===== config.mk =====
export PLATFORM = sky130hd
export DESIGN_NAME = rx_trig_fifo
export DESIGN_NICKNAME = d
export VERILOG_FILES = /design/src/rtl/rxf_pkg.sv /design/src/rtl/rxf_store.sv /design/src/rtl/rxf_level.sv /design/src/rtl/rxf_timeout.sv /design/src/rtl/rx_trig_fifo.sv
export SDC_FILE = /design/constraint.sdc
export NUM_CORES = 1
export LEC_CHECK = 0
export ABC_AREA = 1
export BUFFER_PORTS_ARGS = -buffer_cell sky130_fd_sc_hd__buf_2
export CORE_MARGIN = 2
export CORE_UTILIZATION = 54
export DETAILED_ROUTE_END_ITERATION = 6
export GPL_TIMING_DRIVEN = 1
export PLACE_DENSITY_LB_ADDON = 0.25
export SYNTH_ARGS = -nofsm -noshare
export SYNTH_HDL_FRONTEND = slang
export SYNTH_SLANG_ARGS = --single-unit

===== constraint.sdc =====
create_clock -name clk -period 2.7 [get_ports clk]
set_input_delay 0.405 -clock clk [delete_from_list [all_inputs] [get_ports clk]]
set_output_delay 0.405 -clock clk [all_outputs]
set_load 0.01 [all_outputs]

===== src/rtl/rxf_pkg.sv =====
package rxf_pkg;

    typedef enum logic [1:0] {
        TRIG_1  = 2'b00,
        TRIG_4  = 2'b01,
        TRIG_8  = 2'b10,
        TRIG_14 = 2'b11
    } trig_code_e;

    typedef struct packed {
        logic full;
        logic ready;
        logic ovr;
        logic dma;
    } rxf_state_t;

    function automatic int unsigned trig_level(input logic [1:0] code);
        case (trig_code_e'(code))
            TRIG_1:  return 1;
            TRIG_4:  return 4;
            TRIG_8:  return 8;
            TRIG_14: return 14;
            default: return 1;
        endcase
    endfunction

endpackage


===== src/rtl/rxf_store.sv =====
module rxf_store #(
    parameter int unsigned DEPTH  = 16,
    parameter int unsigned DATA_W = 8
) (
    input  logic              clk,
    input  logic              rst,
    input  logic              clr,
    input  logic              wr_en,
    input  logic [DATA_W-1:0] wr_data,
    input  logic              rd_en,
    output logic [DATA_W-1:0] rd_data
);
    localparam int unsigned AW = (DEPTH > 1) ? $clog2(DEPTH) : 1;
    localparam logic [AW-1:0] LAST = AW'(DEPTH - 1);

    logic [DATA_W-1:0] mem [DEPTH];
    logic [AW-1:0]     wr_ptr, rd_ptr;

    function automatic logic [AW-1:0] bump(input logic [AW-1:0] p);
        return (p == LAST) ? '0 : p + 1'b1;
    endfunction

    always_ff @(posedge clk) begin
        if (rst || clr) begin
            wr_ptr <= '0;
            rd_ptr <= '0;
        end else begin
            if (wr_en) wr_ptr <= bump(wr_ptr);
            if (rd_en) rd_ptr <= bump(rd_ptr);
        end
    end

    always_ff @(posedge clk) begin
        if (wr_en && !clr) mem[wr_ptr] <= wr_data;
    end

    assign rd_data = mem[rd_ptr];

endmodule


===== src/rtl/rxf_level.sv =====
module rxf_level #(
    parameter int unsigned DEPTH = 16,
    localparam int unsigned CW = $clog2(DEPTH + 1)
) (
    input  logic          clk,
    input  logic          rst,
    input  logic          clr,
    input  logic          inc,
    input  logic          dec,
    output logic [CW-1:0] count,
    output logic [CW-1:0] count_next
);
    always_comb begin
        if (clr) count_next = '0;
        else     count_next = count + CW'(inc) - CW'(dec);
    end

    always_ff @(posedge clk) begin
        if (rst) count <= '0;
        else     count <= count_next;
    end

endmodule


===== src/rtl/rxf_timeout.sv =====
module rxf_timeout (
    input  logic clk,
    input  logic rst,
    input  logic clr,
    input  logic arrival,
    input  logic tick,
    output logic quiet
);
    logic got_cur, got_prev, got_eff;

    assign got_eff = got_cur | arrival;
    assign quiet   = ~got_eff & ~got_prev;

    always_ff @(posedge clk) begin
        if (rst || clr) begin
            got_cur  <= 1'b0;
            got_prev <= 1'b0;
        end else if (tick) begin
            got_prev <= got_eff;
            got_cur  <= 1'b0;
        end else begin
            got_cur  <= got_eff;
        end
    end

endmodule


===== src/rtl/rx_trig_fifo.sv =====
module rx_trig_fifo
    import rxf_pkg::*;
#(
    parameter int unsigned DEPTH  = 16,
    parameter int unsigned DATA_W = 8,
    localparam int unsigned CW = $clog2(DEPTH + 1)
) (
    input  logic              clk,
    input  logic              rst,
    input  logic              rx_en,
    input  logic              rie,
    input  logic              eie,
    input  logic [1:0]        trig_sel,
    input  logic              push_valid,
    input  logic [DATA_W-1:0] push_data,
    input  logic              pop,
    input  logic              pop_clr,
    input  logic              frame_tick,
    input  logic              fifo_flush,
    input  logic              ovr_clear,
    output logic [DATA_W-1:0] pop_data,
    output logic [CW-1:0]     fill_count,
    output logic              full_flag,
    output logic              ready_flag,
    output logic              overrun,
    output logic              rx_irq,
    output logic              err_irq,
    output logic              dma_req
);
    rxf_state_t st_q, st_d;

    logic [CW-1:0]     cnt, cnt_n;
    logic [DATA_W-1:0] head_byte;
    logic              accept, ovf, wr, rd, quiet;
    int unsigned       thr;

    assign thr    = trig_level(trig_sel);
    assign accept = push_valid & rx_en & ~st_q.ovr & ~fifo_flush;
    assign ovf    = accept & (cnt == CW'(DEPTH));
    assign wr     = accept & ~ovf;
    assign rd     = pop & ~fifo_flush & (cnt != '0);

    rxf_store #(.DEPTH(DEPTH), .DATA_W(DATA_W)) store_i (
        .clk(clk), .rst(rst), .clr(fifo_flush),
        .wr_en(wr), .wr_data(push_data),
        .rd_en(rd), .rd_data(head_byte)
    );

    rxf_level #(.DEPTH(DEPTH)) level_i (
        .clk(clk), .rst(rst), .clr(fifo_flush),
        .inc(wr), .dec(rd),
        .count(cnt), .count_next(cnt_n)
    );

    rxf_timeout timeout_i (
        .clk(clk), .rst(rst), .clr(fifo_flush),
        .arrival(wr), .tick(frame_tick & ~fifo_flush),
        .quiet(quiet)
    );

    always_comb begin
        st_d     = st_q;
        st_d.dma = 1'b0;
        if (fifo_flush) begin
            st_d.full  = 1'b0;
            st_d.ready = 1'b0;
        end else begin
            if (wr && (int'(cnt_n) >= int'(thr))) begin
                st_d.full = 1'b1;
                st_d.dma  = 1'b1;
            end
            if (rd && pop_clr) begin
                if (int'(cnt_n) < int'(thr)) st_d.full  = 1'b0;
                if (cnt_n == '0)             st_d.ready = 1'b0;
            end
            if (frame_tick && quiet && (cnt_n != '0) &&
                (int'(cnt_n) < int'(thr)) && !st_d.ready) begin
                st_d.ready = 1'b1;
                st_d.dma   = 1'b1;
            end
        end
        if (ovr_clear) st_d.ovr = 1'b0;
        if (ovf)       st_d.ovr = 1'b1;
    end

    always_ff @(posedge clk) begin
        if (rst) st_q <= '0;
        else     st_q <= st_d;
    end

    assign pop_data   = (cnt != '0) ? head_byte : '0;
    assign fill_count = cnt;
    assign full_flag  = st_q.full;
    assign ready_flag = st_q.ready;
    assign overrun    = st_q.ovr;
    assign dma_req    = st_q.dma;
    assign rx_irq     = rie & (st_q.full | st_q.ready);
    assign err_irq    = (rie | eie) & st_q.ovr;

endmodule


==> reports/qor.txt, run 1 <==
clock tree from TritonCTS - built
Hold Crit Class - in -> reg
mean number of vias per cell - 5.86
Final Cycle Share - 107%
number of antenna violations at the first check in global routing - 0
layout cells sized above 1 - 23.9%
aggregate global routing overflow - 0
cell area after technology mapping - 6360 um2
crit start category - register
Residual DRC - 0
post-layout worst setup margin - -0.195 ns
filler instances - 810
final layout net count - 663
initial detailed-routing violation count - 497
peak ir drop on the vdd network - 0.000511 V
measured slew at the worst slew-check pin - 0.647 ns
CP Class - reg -> reg
Die ar. - 12700 um2
post-layout min period - 2.90 ns
initial core utilization - 55.5%
detailed placement HPWL - 9230 um
final cell count without fillers - 782
final hold violation count - 0
chip height - 113 um
Warnings, synthesis - 0
Arrival @ worst endpoint - 3.20 ns
final number of setup-violating endpoints - 3
achievable frequency - 0.345 GHz
placement-stage worst setup slack - -0.201 ns
Core ar. - 11500 um2
Area growth syn-to-layout - 20.4%
RSZ-0062 raised after global routing - true
number of max-cap violations - 0
largest net degree at the start of global routing - 65
number of port buffers - 39
leakage - 2.83 nW
placer's final routability congestion estimate - 0.825
maximum buffer depth of the clock tree - 2
total clock sinks - 151
WP data required - 3.01 ns
number of max-slew violations in the final report - 0
flops & latches, synth - 151
power per standard cell area - 699 nW/um2
count of unique library cells instantiated by Yosys - 33
number of instances in the synthesized netlist - 540
violations in the final reports - negative setup slack
vias - 4581
count of nets left with antenna violations after detail routing - 0
antenna diode count - 0
Post-Place Cells - 744
average size of a mapped cell - 11.8 um2
Tot GR Track Use - 24.3%
Chip Width - 113 um
most common flop cell mapped by yosys - sky130_fd_sc_hd__edfxtp_1
post-detailed-route wirelength per cell - 18.9 um
Worst setup EP type - register
CTS root buf - sky130_fd_sc_hd__clkbuf_16
largest fanout on the critical path - 4
number of flops mapped to enable cells by yosys - 128
top-level I/O count - 40
Slew Limit Headroom - 56.8%
async set-or-reset flop fraction in the synthesized netlist - 0%
via count of the first global-routing pass - 4557
proportion of synthesized chip area in sequential cells - 67.7%
later-pin clock latency in the skew report - 0.42 ns
synthesized net count - 577
setup_tns - -0.530 ns
total wire length - 14800 um
Worst Skew - 0.00449 ns
drt first pass iters - 5
# rows - 39
TritonCTS buffer count - 17
Max H-tree Level - 4
Reg clk slew, reported paths - 0.06 ns
global-route wire length before repair - 23200 um
status - complete, but fails checks
Layout Utilization - 66.8%
-- cells in the mapped netlist, types with 2 or more instances --
master | count | area [um2]
sky130_fd_sc_hd__edfxtp_1 | 128 | 3840
sky130_fd_sc_hd__nor2_1 | 103 | 387
sky130_fd_sc_hd__o21ai_0 | 66 | 330
sky130_fd_sc_hd__inv_1 | 38 | 143
sky130_fd_sc_hd__nand2_1 | 31 | 116
sky130_fd_sc_hd__o221ai_1 | 26 | 228
sky130_fd_sc_hd__nand3_1 | 24 | 120
sky130_fd_sc_hd__dfxtp_1 | 23 | 460
sky130_fd_sc_hd__a21oi_1 | 18 | 90.1
sky130_fd_sc_hd__ha_1 | 15 | 188
sky130_fd_sc_hd__o21ai_1 | 10 | 50.1
sky130_fd_sc_hd__buf_2 | 8 | 40.0
sky130_fd_sc_hd__buf_4 | 8 | 60.1
sky130_fd_sc_hd__o22ai_1 | 6 | 37.5
sky130_fd_sc_hd__inv_2 | 4 | 15.0
sky130_fd_sc_hd__nand4_1 | 4 | 25.0
sky130_fd_sc_hd__buf_6 | 3 | 33.8
sky130_fd_sc_hd__clkbuf_1 | 3 | 11.3
sky130_fd_sc_hd__nor2_2 | 3 | 18.8
sky130_fd_sc_hd__nor3_1 | 3 | 15.0
sky130_fd_sc_hd__a21oi_2 | 2 | 17.5
sky130_fd_sc_hd__nor4_1 | 2 | 12.5
sky130_fd_sc_hd__o21a_1 | 2 | 15.0
-- cells by family (layout without fill, tap and decap cells) --
kind of cell,Yosys count,count (layout),share of synthesized area (%)
xor gates and xnor gates,1,1,0.138
buffers and inverters,66,165,5.17
DFF,151,151,67.7
AOI/OAI and AO/OA,131,131,12.2
adders and majority gates,16,16,3.27
and+or+nand+nor,175,175,11.5
-- registers in the layout (all words and copies together) (netlist names), named ones only --
signal and count:
dma_req 1, level_i.count 5, store_i.wr_ptr 4, timeout_i.got_prev 1, timeout_i.got_cur 1, overrun 1
store_i.rd_ptr 4, ready_flag 1, full_flag 1, store_i.mem 128
-- power by group --
group / switching [W] / leakage [nW] / total [W] / internal [W]
registers: 0.0000115 / 1.34 / 0.00255 / 0.00254
logic: 0.000250 / 1.21 / 0.000412 / 0.000162
clock network: 0.000926 / 0.283 / 0.00238 / 0.00146
total: 0.00119 / 2.83 / 0.00535 / 0.00416
-- routing by layer --
layer	global-route usage (%)	share of wire (%)	up-vias
met5	0	0	-
met4	11.6	2.4	0
met1	30.8	40	2208
met3	5.13	7.3	35
li1	-	-	2129
met2	40.4	50	209
-- through the flow --
| step | cell area, um2 | hold WS (ns) | total power (W) |
|---|---|---|---|
| global placement | 6970 | 0.455 | 0.00297 |
| floorplan | 6410 | 0.447 | 0.00281 |
| CTS | 7620 | 0.180 | 0.00536 |
| finish | 7660 | 0.191 | 0.00535 |
| global route | 7660 | 0.198 | 0.00551 |
| detailed placement | 6970 | 0.473 | 0.00298 |
-- worst max-delay path, stage by stage, from the launching register on --
cell,delay [ns]
sky130_fd_sc_hd__dfxtp_2,0.32
sky130_fd_sc_hd__inv_2,0.07
sky130_fd_sc_hd__ha_4,0.13
sky130_fd_sc_hd__nand4_1,0.13
sky130_fd_sc_hd__nand3_2,0.11
sky130_fd_sc_hd__inv_2,0.05
sky130_fd_sc_hd__ha_4,0.25
sky130_fd_sc_hd__inv_2,0.03
sky130_fd_sc_hd__ha_4,0.15
sky130_fd_sc_hd__inv_2,0.05
sky130_fd_sc_hd__fa_2,0.45
sky130_fd_sc_hd__nor2_2,0.11
sky130_fd_sc_hd__ha_1,0.24
sky130_fd_sc_hd__inv_1,0.07
sky130_fd_sc_hd__nor2_1,0.05
sky130_fd_sc_hd__o21ai_1,0.12
sky130_fd_sc_hd__nand2_1,0.10
sky130_fd_sc_hd__nor2_4,0.15
sky130_fd_sc_hd__nand2_2,0.06
sky130_fd_sc_hd__nand2_2,0.07
sky130_fd_sc_hd__a21oi_1,0.06
-- cells in the final DEF (no fill, tap or decap), types with 2 or more instances in the layout --
cell,Yosys,layout
sky130_fd_sc_hd__inv_2,4,9
sky130_fd_sc_hd__inv_6,0,3
sky130_fd_sc_hd__inv_1,38,33
sky130_fd_sc_hd__clkinv_2,0,2
sky130_fd_sc_hd__a21oi_1,18,17
sky130_fd_sc_hd__nand3_1,24,23
sky130_fd_sc_hd__o21ai_0,66,65
sky130_fd_sc_hd__clkbuf_16,0,17
sky130_fd_sc_hd__dfxtp_2,0,2
sky130_fd_sc_hd__dfxtp_1,23,20
sky130_fd_sc_hd__buf_4,8,49
sky130_fd_sc_hd__clkinvlp_4,0,4
sky130_fd_sc_hd__bufinv_16,0,3
sky130_fd_sc_hd__edfxtp_1,128,128
sky130_fd_sc_hd__ha_1,15,11
sky130_fd_sc_hd__o221ai_1,26,26
sky130_fd_sc_hd__o21a_1,2,2
sky130_fd_sc_hd__nor4_1,2,2
sky130_fd_sc_hd__a21oi_2,2,3
sky130_fd_sc_hd__buf_2,8,39
sky130_fd_sc_hd__nor2_1,103,102
sky130_fd_sc_hd__o21ai_1,10,11
sky130_fd_sc_hd__nand3_2,1,2
sky130_fd_sc_hd__nor2_2,3,3
sky130_fd_sc_hd__nand4_1,4,4
sky130_fd_sc_hd__ha_4,0,4
sky130_fd_sc_hd__clkinv_4,0,2
sky130_fd_sc_hd__nand2_2,1,3
sky130_fd_sc_hd__nor3_1,3,3
sky130_fd_sc_hd__nand2_1,31,29
sky130_fd_sc_hd__o22ai_1,6,6
-- worst paths after layout --
| path | startpoint | end | slack, ns | cells past startpoint |
|---|---|---|---|---|
| worst min-delay path | frame_tick | timeout_i.got_cur$_SDFF_PP0_ | 0.19 | 2 |
| worst max-delay path | level_i.count[2]$_SDFF_PP0_ | dma_req$_SDFF_PP0_ | -0.20 | 20 |
| worst max register to register | level_i.count[2]$_SDFF_PP0_ | dma_req$_SDFF_PP0_ | -0.20 | 20 |
| worst min register to register | timeout_i.got_prev$_SDFFE_PP0P_ | timeout_i.got_prev$_SDFFE_PP0P_ | 0.49 | 2 |
-- area by class of cell --
| cell class | instances | area, um2 | area share (%) |
|---|---|---|---|
| tap | 143 | 179 | 2.34 |
| clock inverter | 14 | 174 | 2.27 |
| timing repair buffer | 90 | 594 | 7.76 |
| multi-input combinational | 323 | 1800 | 23.5 |
| inverter | 43 | 169 | 2.21 |
| clock buffer | 18 | 429 | 5.61 |
| sequential | 151 | 4310 | 56.3 |
-- repair_timing --
action,CTS,global route
buffers inserted,5,1
setup endpoints to repair,3,10
pin swaps,2,6
hold buffers,0,0
resized for setup,2,7
(Power assumes the default switching activity.)
==> run 2, diff against run 1 <==
Settings changed: CORE_UTILIZATION 54 to 50.
==> run 2 against run 1 <==
  * The flow finishes with violations (design-rule violations, negative setup slack)
  * Die area is 7.7% higher
  * Final area down 0.31%
  * Power is 3.4% lower
  * Global-route usage fell by 0.79 points
  * Combinational power about the same
  * Critical path type unchanged
  * Largest power group unchanged
==> reports/qor.txt, run 2 (synthesis results as in run 1) <==
status - complete, but fails checks
violations in the final reports - design-rule violations, negative setup slack
Worst Skew - 0.00557 ns
clock tree from TritonCTS - built
final number of setup-violating endpoints - 3
Worst setup startpoint - level_i.count[2]$_SDFF_PP0_
power per standard cell area - 677 nW/um2
placer's final routability congestion estimate - 0.827
instance area after placement - 7000 um2
met2 wire length - 7710 um
Chip Width - 117 um
RSZ-0062 raised after global routing - true
max FFs per register - 128
final hold violation count - 0
via count of the first global-routing pass - 4449
CTS root buf - sky130_fd_sc_hd__clkbuf_16
chain of cells forming the critical path - inv_2, ha_4, nand4_1, nand3_2, inv_2, ha_4, inv_2, ha_4, inv_2, fa_2, nor2_2, ha_1, inv_1, nor2_1, o21ai_1, nand2_1, nor2_4, nand4_1, a21oi_2
measured slew at the worst slew-check pin - 0.668 ns
largest fanout on the critical path - 4
later-pin clock latency in the skew report - 0.42 ns
FF-to-FF setup slack - -0.20 ns
post-layout worst setup margin - -0.201 ns
# rows - 41
vias - 4540
commonest non-fill, non-tap cell in the layout - sky130_fd_sc_hd__edfxtp_1
leakage - 2.80 nW
number of port buffers - 39
Reg clk slew, reported paths - 0.06 ns
peak ir drop on the vdd network - 0.000326 V
chip height - 117 um
initial detailed-routing violation count - 447
drt first pass iters - 6
startpoint of the lowest-slack register-to-register path - level_i.count[2]$_SDFF_PP0_
Worst setup EP type - register
capture instance of the worst register-to-register path - dma_req$_SDFF_PP0_
initial core utilization - 50.8%
Most flops, register - store_i.mem
crit start category - register
total clock sinks - 151
number of max-slew violations in the final report - 0
post-detailed-route wirelength per cell - 18.7 um
Layout Utilization - 61.0%
area of all placed cells without fillers - 7630 um2
achievable frequency - 0.345 GHz
top layer in use - met4
Residual DRC - 1
CP Class - reg -> reg
layout cells sized above 1 - 22.6%
worst min-delay path endpoint - timeout_i.got_cur$_SDFF_PP0_
Arrival @ worst endpoint - 3.25 ns
Area growth syn-to-layout - 20.0%
TritonCTS buffer count - 17
number of antenna violations at the first check in global routing - 0
worst-case hold slack - 0.190 ns
cells on worst reg2reg path - 19
Hold Crit Class - in -> reg
Die ar. - 13600 um2
Detail Route met3 WL - 901 um
most numerous cell on the critical path - sky130_fd_sc_hd__inv_2
Power, Total - 0.00517 W
maximum buffer depth of the clock tree - 2
placement-stage worst setup slack - -0.201 ns
delay of the slowest cell on the worst path - 0.54 ns
worst hold path stage count - 2
global-route wire length before repair - 23400 um
number of max-cap violations - 0
Metal-1 WL - 6260 um
top-level I/O count - 40
filler instances - 1024
Core ar. - 12500 um2
mean number of vias per cell - 5.61
final layout net count - 661
detailed placement HPWL - 9940 um
Slew Limit Headroom - 55.4%
largest net degree at the start of global routing - 65
WP data required - 3.05 ns
Tot GR Track Use - 23.5%
Min-Delay Startpoint - frame_tick
biggest regs - store_i.mem (128), level_i.count (5)
commonest cells after routing, fill and taps aside - sky130_fd_sc_hd__edfxtp_1 (128), sky130_fd_sc_hd__nor2_1 (102), sky130_fd_sc_hd__o21ai_0 (65)
Final Cycle Share - 107%
post-layout min period - 2.90 ns
aggregate global routing overflow - 0
Max H-tree Level - 4
total wire length - 15200 um
Critical Path Slowest Stage Cell - sky130_fd_sc_hd__fa_2
count of nets left with antenna violations after detail routing - 0
antenna diode count - 0
## run 2: cell types whose count changed in the layout (fill, tap and decap cells not counted)
cell / delta
sky130_fd_sc_hd__inv_6: -3
sky130_fd_sc_hd__clkinv_4: -2
sky130_fd_sc_hd__clkinvlp_4: -2
sky130_fd_sc_hd__buf_4: -2
sky130_fd_sc_hd__inv_8: -1
sky130_fd_sc_hd__a21oi_2: +1
sky130_fd_sc_hd__clkinv_2: +1
sky130_fd_sc_hd__clkinv_1: +8
sky130_fd_sc_hd__a21oi_1: -1
sky130_fd_sc_hd__inv_16: +1
sky130_fd_sc_hd__bufinv_16: -1
sky130_fd_sc_hd__inv_2: -1
## run 2: worst max path at each step
| stage | to | slack, ns | cells past startpoint |
|---|---|---|---|
| after floorplan | dma_req$_SDFF_PP0_ | -0.12 | 20 |
| after global placement | dma_req$_SDFF_PP0_ | -0.13 | 18 |
| after detailed placement | dma_req$_SDFF_PP0_ | -0.20 | 20 |
| after CTS | dma_req$_SDFF_PP0_ | -0.19 | 20 |
| after global routing | dma_req$_SDFF_PP0_ | -0.34 | 20 |
| final | dma_req$_SDFF_PP0_ | -0.20 | 19 |
## run 2: critical path: cells and delay by family (launching register included)
family          cells  cell delay, ns
buf+inv             5            0.29
compound gates      2            0.26
flops               1            0.33
simple gates        7            0.65
fa+ha+maj           5            1.28
## run 2: cell type report
type / count / area, um2 / area share [%]
inverter: 43 / 179 / 2.34
clock inverter: 14 / 115 / 1.51
clock buffer: 18 / 429 / 5.62
tap: 172 / 215 / 2.82
sequential: 151 / 4310 / 56.5
multi-input combinational: 323 / 1800 / 23.6
timing repair buffer: 88 / 579 / 7.59
## run 2: per-layer routing
metal  global-route usage, %  vias to the layer above
met5                       0                        -
met4                    8.78                        0
met3                    5.72                       25
met2                    40.5                      168
met1                    29.0                     2233
li1                        -                     2114
## run 2: per-stage QoR
stage / instances / TNS (ns)
after floorplan: 540 / -0.329
after global placement: 772 / -0.362
after detailed placement: 772 / -0.537
after CTS: 807 / -0.475
after global routing: 809 / -0.955
final: 809 / -0.519
## run 2: what timing repair did
action	4_1_cts	5_1_grt
endpoints found under the hold margin	0	0
gates cloned	0	0
resized for setup	6	7
endpoints found under the setup margin	4	7
buffers inserted	3	2
pin swaps	5	8
hold buffers	0	0
## run 2: power by group
part,switching (W),internal (W),leakage (nW)
combinational,0.000257,0.000158,1.21
clock,0.000870,0.00133,0.260
sequential,0.0000124,0.00254,1.34
